`src/rtl/pcf_pkg.sv`:
```
package pcf_pkg;
   typedef enum logic [1:0] {
      FN_BRCOND = 2'b00,
      FN_JUMP   = 2'b01,
      FN_CALL   = 2'b10,
      FN_RET    = 2'b11
   } flow_fn_e;

   localparam int FLAG_W  = 4;
   localparam int COND_W  = 3;
   localparam int FLAG_SF = 3;
   localparam int FLAG_OF = 2;
   localparam int FLAG_ZF = 1;
   localparam int FLAG_CF = 0;
endpackage

```
`src/rtl/pcf_cond_eval.sv`:
```
module pcf_cond_eval
   import pcf_pkg::*;
#(
   parameter int CW = COND_W
) (
   input  logic          sf_i,
   input  logic          of_i,
   input  logic          zf_i,
   input  logic [CW-1:0] cond_i,
   output logic          hit_o
);
   localparam int NCOND = 1 << CW;

   logic [NCOND-1:0] cond_vec;
   logic             sgn_lt;

   initial assert (CW == 3) else $error("pcf_cond_eval: eight conditions need a 3-bit code");

   assign sgn_lt = sf_i ^ of_i;

   for (genvar i = 0; i < NCOND; i++) begin : g_cond
      if (i == 0) begin : g_eq
         assign cond_vec[i] = zf_i;
      end else if (i == 1) begin : g_ne
         assign cond_vec[i] = !zf_i;
      end else if (i == 2) begin : g_ge
         assign cond_vec[i] = !sgn_lt;
      end else if (i == 3) begin : g_le
         assign cond_vec[i] = zf_i | sgn_lt;
      end else if (i == 4) begin : g_gt
         assign cond_vec[i] = !zf_i & !sgn_lt;
      end else if (i == 5) begin : g_lt
         assign cond_vec[i] = sgn_lt;
      end else if (i == 6) begin : g_ov
         assign cond_vec[i] = of_i;
      end else begin : g_nov
         assign cond_vec[i] = !of_i;
      end
   end

   assign hit_o = cond_vec[cond_i];
endmodule

```
`src/rtl/pcf_next_reg.sv`:
```
module pcf_next_reg #(
   parameter int AW = 16,
   parameter logic [AW-1:0] RST_VAL = '0
) (
   input  logic          clk,
   input  logic          rst_n,
   input  logic          load_i,
   input  logic [AW-1:0] val_i,
   output logic [AW-1:0] pc_q,
   output logic [AW-1:0] inc_q
);
   localparam logic [AW-1:0] ONE = AW'(1);

   always_ff @(posedge clk or negedge rst_n) begin
      if (!rst_n) begin
         pc_q  <= RST_VAL;
         inc_q <= RST_VAL + ONE;
      end else if (load_i) begin
         pc_q  <= val_i;
         inc_q <= val_i + ONE;
      end
   end
endmodule

```
`src/rtl/pcf_link_reg.sv`:
```
module pcf_link_reg #(
   parameter int AW = 16
) (
   input  logic          clk,
   input  logic          rst_n,
   input  logic          wr_i,
   input  logic [AW-1:0] d_i,
   output logic [AW-1:0] q_o
);
   always_ff @(posedge clk or negedge rst_n) begin
      if (!rst_n)    q_o <= '0;
      else if (wr_i) q_o <= d_i;
   end
endmodule

```
`src/rtl/pcf_flow_seq.sv`:
```
module pcf_flow_seq
   import pcf_pkg::*;
#(
   parameter int ADDR_W = 16
) (
   input  logic              clk,
   input  logic              rst_n,
   input  logic              step_i,
   input  logic              ctl_i,
   input  logic [1:0]        func_i,
   input  logic [COND_W-1:0] cond_i,
   input  logic [ADDR_W-1:0] target_i,
   input  logic [FLAG_W-1:0] flags_i,
   output logic [ADDR_W-1:0] pc_o
);
   logic [ADDR_W-1:0] pc_q, inc_q, link_q, nxt_pc;
   logic              hit, link_we;
   logic              unused_cf;
   flow_fn_e          fn;

   initial assert (ADDR_W >= 2 && ADDR_W <= 32)
      else $error("pcf_flow_seq: ADDR_W out of range");

   assign fn        = flow_fn_e'(func_i);
   assign unused_cf = flags_i[FLAG_CF];

   pcf_cond_eval #(.CW(COND_W)) u_cond (
      .sf_i  (flags_i[FLAG_SF]),
      .of_i  (flags_i[FLAG_OF]),
      .zf_i  (flags_i[FLAG_ZF]),
      .cond_i(cond_i),
      .hit_o (hit)
   );

   always_comb begin
      nxt_pc  = inc_q;
      link_we = 1'b0;
      if (ctl_i) begin
         unique case (fn)
            FN_BRCOND: if (hit) nxt_pc = target_i;
            FN_JUMP:   nxt_pc = target_i;
            FN_CALL: begin
               nxt_pc  = target_i;
               link_we = 1'b1;
            end
            FN_RET:    nxt_pc = link_q;
            default:   nxt_pc = inc_q;
         endcase
      end
   end

   pcf_next_reg #(.AW(ADDR_W)) u_pc (
      .clk   (clk),
      .rst_n (rst_n),
      .load_i(step_i),
      .val_i (nxt_pc),
      .pc_q  (pc_q),
      .inc_q (inc_q)
   );

   pcf_link_reg #(.AW(ADDR_W)) u_link (
      .clk  (clk),
      .rst_n(rst_n),
      .wr_i (step_i & link_we),
      .d_i  (inc_q),
      .q_o  (link_q)
   );

   assign pc_o = pc_q;
endmodule

```
`config.mk`:
```
export PLATFORM = sky130hd
export DESIGN_NAME = pcf_flow_seq
export DESIGN_NICKNAME = d
export VERILOG_FILES = /design/src/rtl/pcf_pkg.sv /design/src/rtl/pcf_cond_eval.sv /design/src/rtl/pcf_next_reg.sv /design/src/rtl/pcf_link_reg.sv /design/src/rtl/pcf_flow_seq.sv
export SDC_FILE = /design/constraint.sdc
export NUM_CORES = 1
export LEC_CHECK = 0
export BUFFER_PORTS_ARGS = -buffer_cell sky130_fd_sc_hd__buf_2
export CELL_PAD_IN_SITES_DETAIL_PLACEMENT = 1
export CELL_PAD_IN_SITES_GLOBAL_PLACEMENT = 2
export CORE_UTILIZATION = 39
export DETAILED_ROUTE_END_ITERATION = 12
export PLACE_DENSITY_LB_ADDON = 0.1
export REMOVE_ABC_BUFFERS = 1
export SLEW_MARGIN = 20
export SYNTH_ARGS = -nofsm -noshare
export SYNTH_HDL_FRONTEND = slang
export SYNTH_SLANG_ARGS = --single-unit
export TNS_END_PERCENT = 50
```
`constraint.sdc`:
```
create_clock -name clk -period 5.8 [get_ports clk]
set_clock_uncertainty 0.05 [all_clocks]
set_input_delay 1.16 -clock clk [delete_from_list [all_inputs] [get_ports clk]]
set_output_delay 1.16 -clock clk [all_outputs]
set_load 0.01 [all_outputs]
```
==> flow_summary_export.csv, run 1 <==
group,metric,value,unit
power,vdd_ir_drop_max,155,uV
synthesis,syn-cell-area,2990,um2
synthesis,synth_top_area_share,39.3,%
worst_setup_path,slowest_delay,0.70,ns
synthesis,ys.flop_type,"dfrtp_1",
clock_network,cts_tree,"built",
synthesis,synthMostInstantiatedCell,"dfrtp_1",
die,die_x,89.5,um
placement,hpwl,5150,um
detailed_routing,route.detailed.drc,0,
detailed_routing,vias_per_cell,5.86,
clock_network,numClockSinks,48,
worst_setup_path,cp_data_arrival_time,4.15,ns
finish,drive_above_1_share,32.4,%
outcome,outcome,"complete, no violations",
clock_network,clk_latency,0.31,ns
worst_setup_path,worst_setup_path_start_kind,"input port",
finish,fin_util,46.1,%
timing,tightest_slew,1.02,ns
clock_network,cts_resized,0,
detailed_routing,routedWlPerCell,19.1,um
global_routing,grt_overflow,0,
worst_setup_path,cp_num_buf_inv,1,
timing,min_period,4.02,ns
timing,rsz0062_at_grt,"no",
detailed_routing,first_iter_violations,98,
timing,fmax,249,MHz
clock_network,clockRootBuffer,"clkbuf_8",
finish,fill_cells,852,
global_routing,grt_pass1_wl,13500,um
synthesis,synth_area_leader_cell,"dfrtp_1",
clock_network,cts.htree.levels,2,
finish,finalNetCount,362,
timing,hold-worst-slack,0.459,ns
synthesis,async_reset_ff_share,100,%
timing,drv_slew,0,
clock_network,numCtsBuffers,5,
synthesis,ys_types,40,
finish,multiInputGateArea,1630,um2
synthesis,yosys_warnings,0,
timing,finalSetupTns,0,ns
timing,period_share,69.3,%
run,cap_viol_max_count,0,
placement,gp_congestion,0.760,
power,power_density,323,nW/um2
worst_setup_path,cp_data_required_time,5.93,ns
timing,setup_viol,0,
synthesis,synth_cells,297,
timing,hold_violations,0,
global_routing,grt_util_all_layers,22.6,%
die,io_pins,45,
synthesis,synth-edff-count,0,
clock_network,clkTransAtPathRegs,0.10,ns
detailed_routing,firstDrtPassIters,4,
synthesis,synth_common_cells,"47 x dfrtp_1, 32 x mux2_2, 25 x nor2_1",
finish,regArea,1200,um2
finish,area_growth,13.1,%
clock_network,hold_buffers,0,
worst_setup_path,worst-path-max-fanout,17,
global_routing,grt_max_degree,49,
worst_setup_path,slowest_stage,"o21ai_2",
worst_setup_path,crit_path_end_kind,"register",
detailed_routing,ant_nets,0,
global_routing,antenna_found_initial,0,
worst_setup_path,criticalPathCategory,"input port to register",
hold_path,hp-class,"register to register",
global_routing,grt_pass1_vias,2537,
worst_setup_path,path_cells,"buf_2, or2_1, o2111a_1, o21ai_2, and3_1, o311a_1, nand3_1, nor4_2, xnor2_1, a21oi_1",
die,start_util,40.8,%
synthesis,synth-seq-area-share,40.2,%
detailed_routing,route.vias.total,2515,
detailed_routing,drt-total-wl,8200,um
power,power.leakage,0.00132,uW
synthesis,avgSynthCellArea,10.1,um2
timing,relSlewSlack,32.0,%
clock_network,postCtsSetupRepairBufs,0,
die,die_y,89.5,um
die,dieArea,8020,um2
synthesis,synth.area.top_cells,"dfrtp_1 39%, mux2_2 12%, a221oi_1 5.0%",
finish,antenna_cells,0,
placement,numPortBuffers,43,
worst_setup_path,cp_top_family,"simple AND/OR/NAND/NOR gates",
clock_network,clock_path_buffers,2,
synthesis,ys_ff_latch,48,
die,core,7330,um2
die,row_count,31,
## worst register-to-register path: cells and delay by family (launching register included)
| kind | cells | cell delay [ns] |
|---|---|---|
| flops | 1 | 0.35 |
| simple gates | 3 | 0.80 |
| compound gates | 4 | 0.87 |
| xor+xnor | 1 | 0.16 |
## path summary, 6_finish.rpt
| check | cells past startpoint | end | slack [ns] | startpoint |
|---|---|---|---|---|
| worst max-delay path | 10 | u_pc.inc_q[15] | 1.78 | cond_i[2] |
| worst min-delay path | 1 | u_pc.pc_q[10] | 0.46 | u_pc.pc_q[10] |
| worst max register to register | 8 | u_pc.inc_q[15] | 3.44 | u_link.q_o[3] |
| worst min register to register | 1 | u_pc.pc_q[10] | 0.46 | u_pc.pc_q[10] |
| max in group asynchronous | 2 | u_link.q_o[7] | 4.35 | rst_n |
| min in group asynchronous | 2 | u_link.q_o[6] | 0.92 | rst_n |
## per-layer routing
| layer | wire [um] | GRT usage, % |
|---|---|---|
| met5 | 0 | 0 |
| met4 | 106 | 5.05 |
| met3 | 414 | 4.06 |
| met2 | 3940 | 38.0 |
| met1 | 3740 | 30.2 |
## placed cells by master, fill, tap and decap left out, drive strengths merged, types with 2 or more instances in the layout
cell type	count
nor4	4
nand2b	2
o21ai	14
and3	2
nor3	5
mux2	32
xnor2	13
a221oi	17
nand2	20
o311a	3
nand3	7
nor2	25
ha	4
a21oi	18
dfrtp	47
a311oi	24
nand4	6
inv	19
clkbuf	5
buf	47
## state kept, by name, summed over array words and instances, names as in the netlist
| name | count |
|---|---|
| u_pc.inc_q | 16 |
| u_pc.pc_q | 16 |
| u_link.q_o | 16 |
## cells by family (layout without fill, tap and decap cells)
family	count (synthesis)	count (layout)	synth area share (%)
mux	32	32	12.1
simple gates	74	74	13.0
compound gates	84	84	23.5
xor+xnor	14	14	4.10
buf+inv	41	74	5.40
flops	48	48	40.2
fa+ha+maj	4	4	1.67
## report_power, final
| group | switching (uW) | internal [uW] | total, uW |
|---|---|---|---|
| clock | 125 | 128 | 253 |
| combinational | 189 | 160 | 350 |
| sequential | 59.1 | 430 | 490 |
## cell type report
| cell class | instances | share of cell area, % |
|---|---|---|
| Tap cell | 99 | 3.67 |
| Sequential cell | 48 | 35.6 |
| Clock inverter | 3 | 1.26 |
| Inverter | 19 | 2.11 |
| Timing Repair Buffer | 47 | 7.26 |
| Multi-Input combinational cell | 208 | 48.1 |
| Clock buffer | 5 | 2.04 |
## metrics by stage
step / total power [uW] / instance area (um2) / worst slack, ns / cells
after global routing: 1170 / 3380 / 1.64 / 429
after global placement: 837 / 3270 / 1.54 / 421
final: 1090 / 3380 / 1.78 / 429
after detailed placement: 851 / 3270 / 1.48 / 421
after CTS: 1100 / 3380 / 1.81 / 429
after floorplan: 725 / 2900 / 2.09 / 275
No activity file was read; power rests on OpenSTA's default activity.
==> run 2: changes to the inputs <==
CORE_UTILIZATION = 33   (was 39)
clock period = 3.5 ns   (was 5.8 ns; I/O delays follow)
==> run 2 against run 1 <==
Worst hold slack got worse by 0.12 ns. Critical path type unchanged. Wire length increased by 5.7%. Non-clock buffer count is 33 higher. Combinational power up 92%. First-iteration DRC count decreased by 43%. Total power is 74% higher.
==> flow_summary_export.csv, run 2 (synthesis results as in run 1) <==
group,metric,value,unit
worst_setup_path,reg2reg_setup_slack,1.32,ns
worst_setup_path,path_cells,"buf_2, nand2b_1, a211o_1, a31o_2, and4_4, a311oi_2, nand4_4, nor4_2, xnor2_1, a21oi_1",
power,power_frac_seq,42.8,%
finish,drive_above_1_share,38.3,%
power,p_int,1270,uW
finish,multiInputGateArea,1630,um2
finish,antenna_cells,0,
clock_network,clk_latency,0.31,ns
outcome,outcome,"complete, no violations",
worst_setup_path,cp_top_family,"simple AND/OR/NAND/NOR gates",
timing,rsz0062_at_grt,"no",
power,power_density,515,nW/um2
global_routing,grt_pass1_vias,2711,
worst_setup_path,cp_num_buf_inv,1,
detailed_routing,route.detailed.drc,0,
clock_network,cts.htree.levels,2,
clock_network,clkTransAtPathRegs,0.09,ns
die,dieArea,9440,um2
die,io_pins,45,
finish,final_cell_mix,"47 x dfrtp_1, 43 x buf_2, 33 x buf_4, 32 x mux2_2, 25 x nor2_1",
timing,tightest_slew,0.657,ns
die,row_count,34,
placement,numPortBuffers,43,
clock_network,numClockSinks,48,
run,cap_viol_max_count,0,
finish,fin_util,42.0,%
clock_network,numCtsBuffers,5,
timing,fmax,331,MHz
detailed_routing,vias_per_cell,5.58,
detailed_routing,ant_nets,0,
detailed_routing,drt-total-wl,8670,um
clock_network,hold_buffers,0,
power,comb_power_share,35.4,%
finish,regArea,1200,um2
finish,largest_registers,"u_link.q_o: 16 flops, u_pc.inc_q: 16 flops, u_pc.pc_q: 16 flops",
finish,area_growth,23.3,%
worst_setup_path,criticalPathCategory,"input port to register",
clock_network,cts_tree,"built",
worst_setup_path,cp_data_arrival_time,3.16,ns
power,power.leakage,0.00149,uW
power,switchingPower,632,uW
power,vdd_ir_drop_max,226,uV
timing,drv_slew,0,
global_routing,grt_max_degree,37,
clock_network,cts_resized,0,
global_routing,antenna_found_initial,0,
worst_setup_path,slowest_delay,0.41,ns
timing,min_period,3.03,ns
worst_setup_path,cp_data_required_time,3.63,ns
worst_setup_path,slowest_stage,"a311oi_2",
timing,period_share,86.4,%
finish,fill_cells,1029,
die,core,8760,um2
detailed_routing,route.vias.total,2629,
worst_setup_path,crit_path_end_kind,"register",
placement,gp_congestion,0.737,
global_routing,grt_util_all_layers,19.4,%
finish,finalNetCount,395,
timing,finalSetupTns,0,ns
timing,setup_viol,0,
clock_network,clock_path_buffers,2,
worst_setup_path,worst-path-max-fanout,12,
power,sw_frac_of_total,33.3,%
worst_setup_path,worst_setup_path_start_kind,"input port",
global_routing,grt_pass1_wl,14400,um
die,die_x,97.2,um
clock_network,clockRootBuffer,"clkbuf_8",
die,die_y,97.2,um
detailed_routing,first_iter_violations,56,
detailed_routing,firstDrtPassIters,4,
timing,hold_violations,0,
detailed_routing,routedWlPerCell,18.4,um
placement,hpwl,5860,um
power,clockPowerShare,21.7,%
hold_path,hp-class,"input port to async pin",
global_routing,grt_overflow,0,
die,start_util,34.1,%
clock_network,postCtsSetupRepairBufs,0,
timing,relSlewSlack,56.2,%
finish,layout_commonest_cell,"dfrtp_1",
==> run 2: final cells by class <==
| type | count | share of cell area (%) |
|---|---|---|
| well taps | 108 | 3.67 |
| flip-flops and latches | 48 | 32.6 |
| inverters | 19 | 1.94 |
| multi-input cells | 208 | 44.1 |
| repair buffers | 80 | 14.7 |
| clock buffers | 6 | 1.97 |
| clock inverters | 2 | 0.951 |
==> run 2: metal layers <==
layer | GRT usage, % | routed length (um) | vias to the layer above
met5 | 0 | 0 | -
met4 | 4.48 | 76 | 0
met3 | 2.52 | 231 | 6
met2 | 32.2 | 4210 | 46
met1 | 26.9 | 4150 | 1328
li1 | - | - | 1249
==> run 2: final timing paths <==
path                       depth (start not counted)          start        endpoint
setup reg to reg                                   8  u_pc.inc_q[0]  u_pc.inc_q[15]
min in group clk                                   1  u_pc.pc_q[14]   u_pc.pc_q[14]
hold reg to reg                                    1  u_pc.pc_q[14]   u_pc.pc_q[14]
hold / removal                                     1          rst_n   u_pc.inc_q[6]
max in group asynchronous                          2          rst_n   u_pc.inc_q[0]
setup / recovery                                  10      cond_i[0]  u_pc.inc_q[14]
==> run 2: power groups by stage <==
stage	clock, uW	combinational [uW]	sequential, uW
finish	413	673	814
global placement	0	668	817
CTS	435	682	814
global route	446	742	838
detailed placement	0	679	827
floorplan	0	380	822
==> run 2: metrics by stage <==
step           hold slack [ns]  instances  worst slack, ns  instance area, um2  total power [uW]
3_3_place_gp             0.437        463            0.137                3580              1490
4_1_cts                  0.359        471            0.472                3680              1930
2_1_floorplan            0.354        275            0.252                2900              1200
3_5_place_dp             0.441        463            0.147                3580              1510
5_1_grt                  0.370        471            0.314                3680              2030
6_report                 0.337        471            0.475                3680              1900
==> run 2: worst register-to-register path, delay by kind of cell (launching register included) <==
family          cells  cell delay [ns]
compound gates      3             0.42
xor+xnor            1             0.16
buf+inv             1             0.12
flops               1             0.57
simple gates        3             0.74
==> run 3: changes to the inputs <==
BUFFER_PORTS_ARGS = -buffer_cell sky130_fd_sc_hd__buf_4   (was -buffer_cell sky130_fd_sc_hd__buf_2)
CORE_ASPECT_RATIO = 1.4   (was unset)
==> run 3 against run 2 <==
Via count fell by 0.49%. Largest power group unchanged. Global-route usage rose by 1.4 points. Register-to-register slack improved by 0.02 ns. First-iteration DRC count rose by 34%. Fmax fell by 0.93%.
==> flow_summary_export.csv, run 3 (synthesis results as in run 1) <==
group,metric,value,unit
finish,layout_commonest_cell,"buf_4",
power,comb_power_share,34.9,%
timing,setup_viol,0,
global_routing,grt_max_degree,49,
clock_network,clock_path_buffers,2,
detailed_routing,ant_nets,0,
timing,drv_slew,0,
power,power_density,526,nW/um2
clock_network,numClockSinks,48,
timing,relSlewSlack,56.8,%
worst_setup_path,criticalPathCategory,"input port to register",
finish,area_growth,28.0,%
worst_setup_path,reg2reg_depth,8,
detailed_routing,route.vias.total,2616,
clock_network,cts_resized,0,
timing,period_share,87.2,%
detailed_routing,firstDrtPassIters,4,
detailed_routing,vias_per_cell,5.59,
die,die_x,82.4,um
detailed_routing,routedWlPerCell,18.4,um
detailed_routing,first_iter_violations,75,
run,cap_viol_max_count,0,
power,vdd_ir_drop_max,235,uV
finish,largest_registers,"u_link.q_o: 16 flops, u_pc.inc_q: 16 flops, u_pc.pc_q: 16 flops",
worst_setup_path,cp_data_arrival_time,3.16,ns
global_routing,grt_pass1_wl,14600,um
power,power_frac_seq,40.6,%
power,sw_frac_of_total,31.9,%
power,clockPowerShare,24.6,%
worst_setup_path,cp_data_required_time,3.60,ns
timing,fmax,327,MHz
global_routing,grt_pass1_vias,2785,
die,start_util,34.3,%
placement,gp_congestion,0.740,
placement,numPortBuffers,43,
finish,final_cell_mix,"76 x buf_4, 47 x dfrtp_1, 32 x mux2_2, 25 x nor2_1, 20 x nand2_1",
clock_network,numCtsBuffers,5,
die,io_pins,45,
placement,hpwl,5970,um
clock_network,clkTransAtPathRegs,0.07,ns
power,power.leakage,0.00155,uW
finish,drive_above_1_share,38.0,%
die,dieArea,9450,um2
global_routing,grt_overflow,0,
die,row_count,40,
outcome,outcome,"complete, no violations",
timing,hold_violations,0,
clock_network,cts.htree.levels,2,
clock_network,cts_tree,"built",
power,p_int,1370,uW
timing,finalSetupTns,0,ns
finish,finalNetCount,395,
finish,antenna_cells,0,
clock_network,hold_buffers,0,
detailed_routing,drt-total-wl,8620,um
timing,rsz0062_at_grt,"no",
die,core,8710,um2
worst_setup_path,worst-path-max-fanout,7,
worst_setup_path,crit_path_end_kind,"register",
timing,min_period,3.05,ns
worst_setup_path,worst_setup_path_start_kind,"input port",
clock_network,clockRootBuffer,"clkbuf_16",
die,die_y,115,um
global_routing,antenna_found_initial,0,
clock_network,clk_latency,0.29,ns
clock_network,postCtsSetupRepairBufs,0,
global_routing,grt_util_all_layers,20.9,%
worst_setup_path,reg2reg_setup_slack,1.34,ns
detailed_routing,route.detailed.drc,0,
power,switchingPower,643,uW
hold_path,hp-class,"input port to async pin",
timing,tightest_slew,0.648,ns
finish,fin_util,44.0,%
run 3: worst max-delay path, stage by stage:
cell	delay [ns]
buf_4	0.12
or2_1	0.26
o2111a_1	0.13
o21ai_2	0.34
and3_1	0.32
o311a_1	0.23
ha_1	0.19
nand2_1	0.22
nor4_2	0.39
xnor2_1	0.16
a21oi_1	0.08
run 3: final timing paths:
path | startpoint | to
max | flags_i[3] | u_pc.inc_q[14]
max in group asynchronous | rst_n | u_pc.inc_q[10]
min | rst_n | u_link.q_o[4]
min in group clk | u_link.q_o[7] | u_link.q_o[7]
min reg2reg | u_link.q_o[7] | u_link.q_o[7]
max reg2reg | u_pc.inc_q[0] | u_pc.inc_q[14]
run 3: through the flow:
| stage | power [uW] | hold WS (ns) | std cells | setup slack (ns) | area (um2) |
|---|---|---|---|---|---|
| 2_1_floorplan | 1200 | 0.354 | 275 | 0.252 | 2900 |
| 3_3_place_gp | 1520 | 0.438 | 460 | 0.144 | 3680 |
| 3_5_place_dp | 1540 | 0.444 | 460 | 0.106 | 3680 |
| 4_1_cts | 2050 | 0.410 | 468 | 0.419 | 3830 |
| 5_1_grt | 2160 | 0.432 | 468 | 0.257 | 3830 |
| 6_report | 2020 | 0.385 | 468 | 0.446 | 3830 |
run 3: power groups by stage:
| stage | sequential [uW] | combinational, uW | clock, uW |
|---|---|---|---|
| after floorplan | 822 | 380 | 0 |
| after global placement | 819 | 698 | 0 |
| after detailed placement | 829 | 712 | 0 |
| after CTS | 818 | 714 | 517 |
| after global routing | 837 | 783 | 537 |
| final | 817 | 703 | 495 |
run 3: cell type report:
| type | instances | area [um2] |
|---|---|---|
| tap | 105 | 131 |
| timing repair buffer | 80 | 651 |
| fill | 1012 | 4880 |
| clock buffer | 8 | 146 |
| multi-input combinational | 208 | 1630 |
| inverter | 19 | 71.3 |
| sequential | 48 | 1200 |
run 3: per-layer routing:
metal  part of all wire (%)  routed length (um)  up-vias  global-route usage, %
met5                      0                   0        -                      0
met3                    3.4                 297        7                   2.79
met2                     50                4310       39                   34.9
li1                       -                   -     1246                      -
met1                     45                3890     1324                   27.4
met4                    1.4                 119        0                   6.32
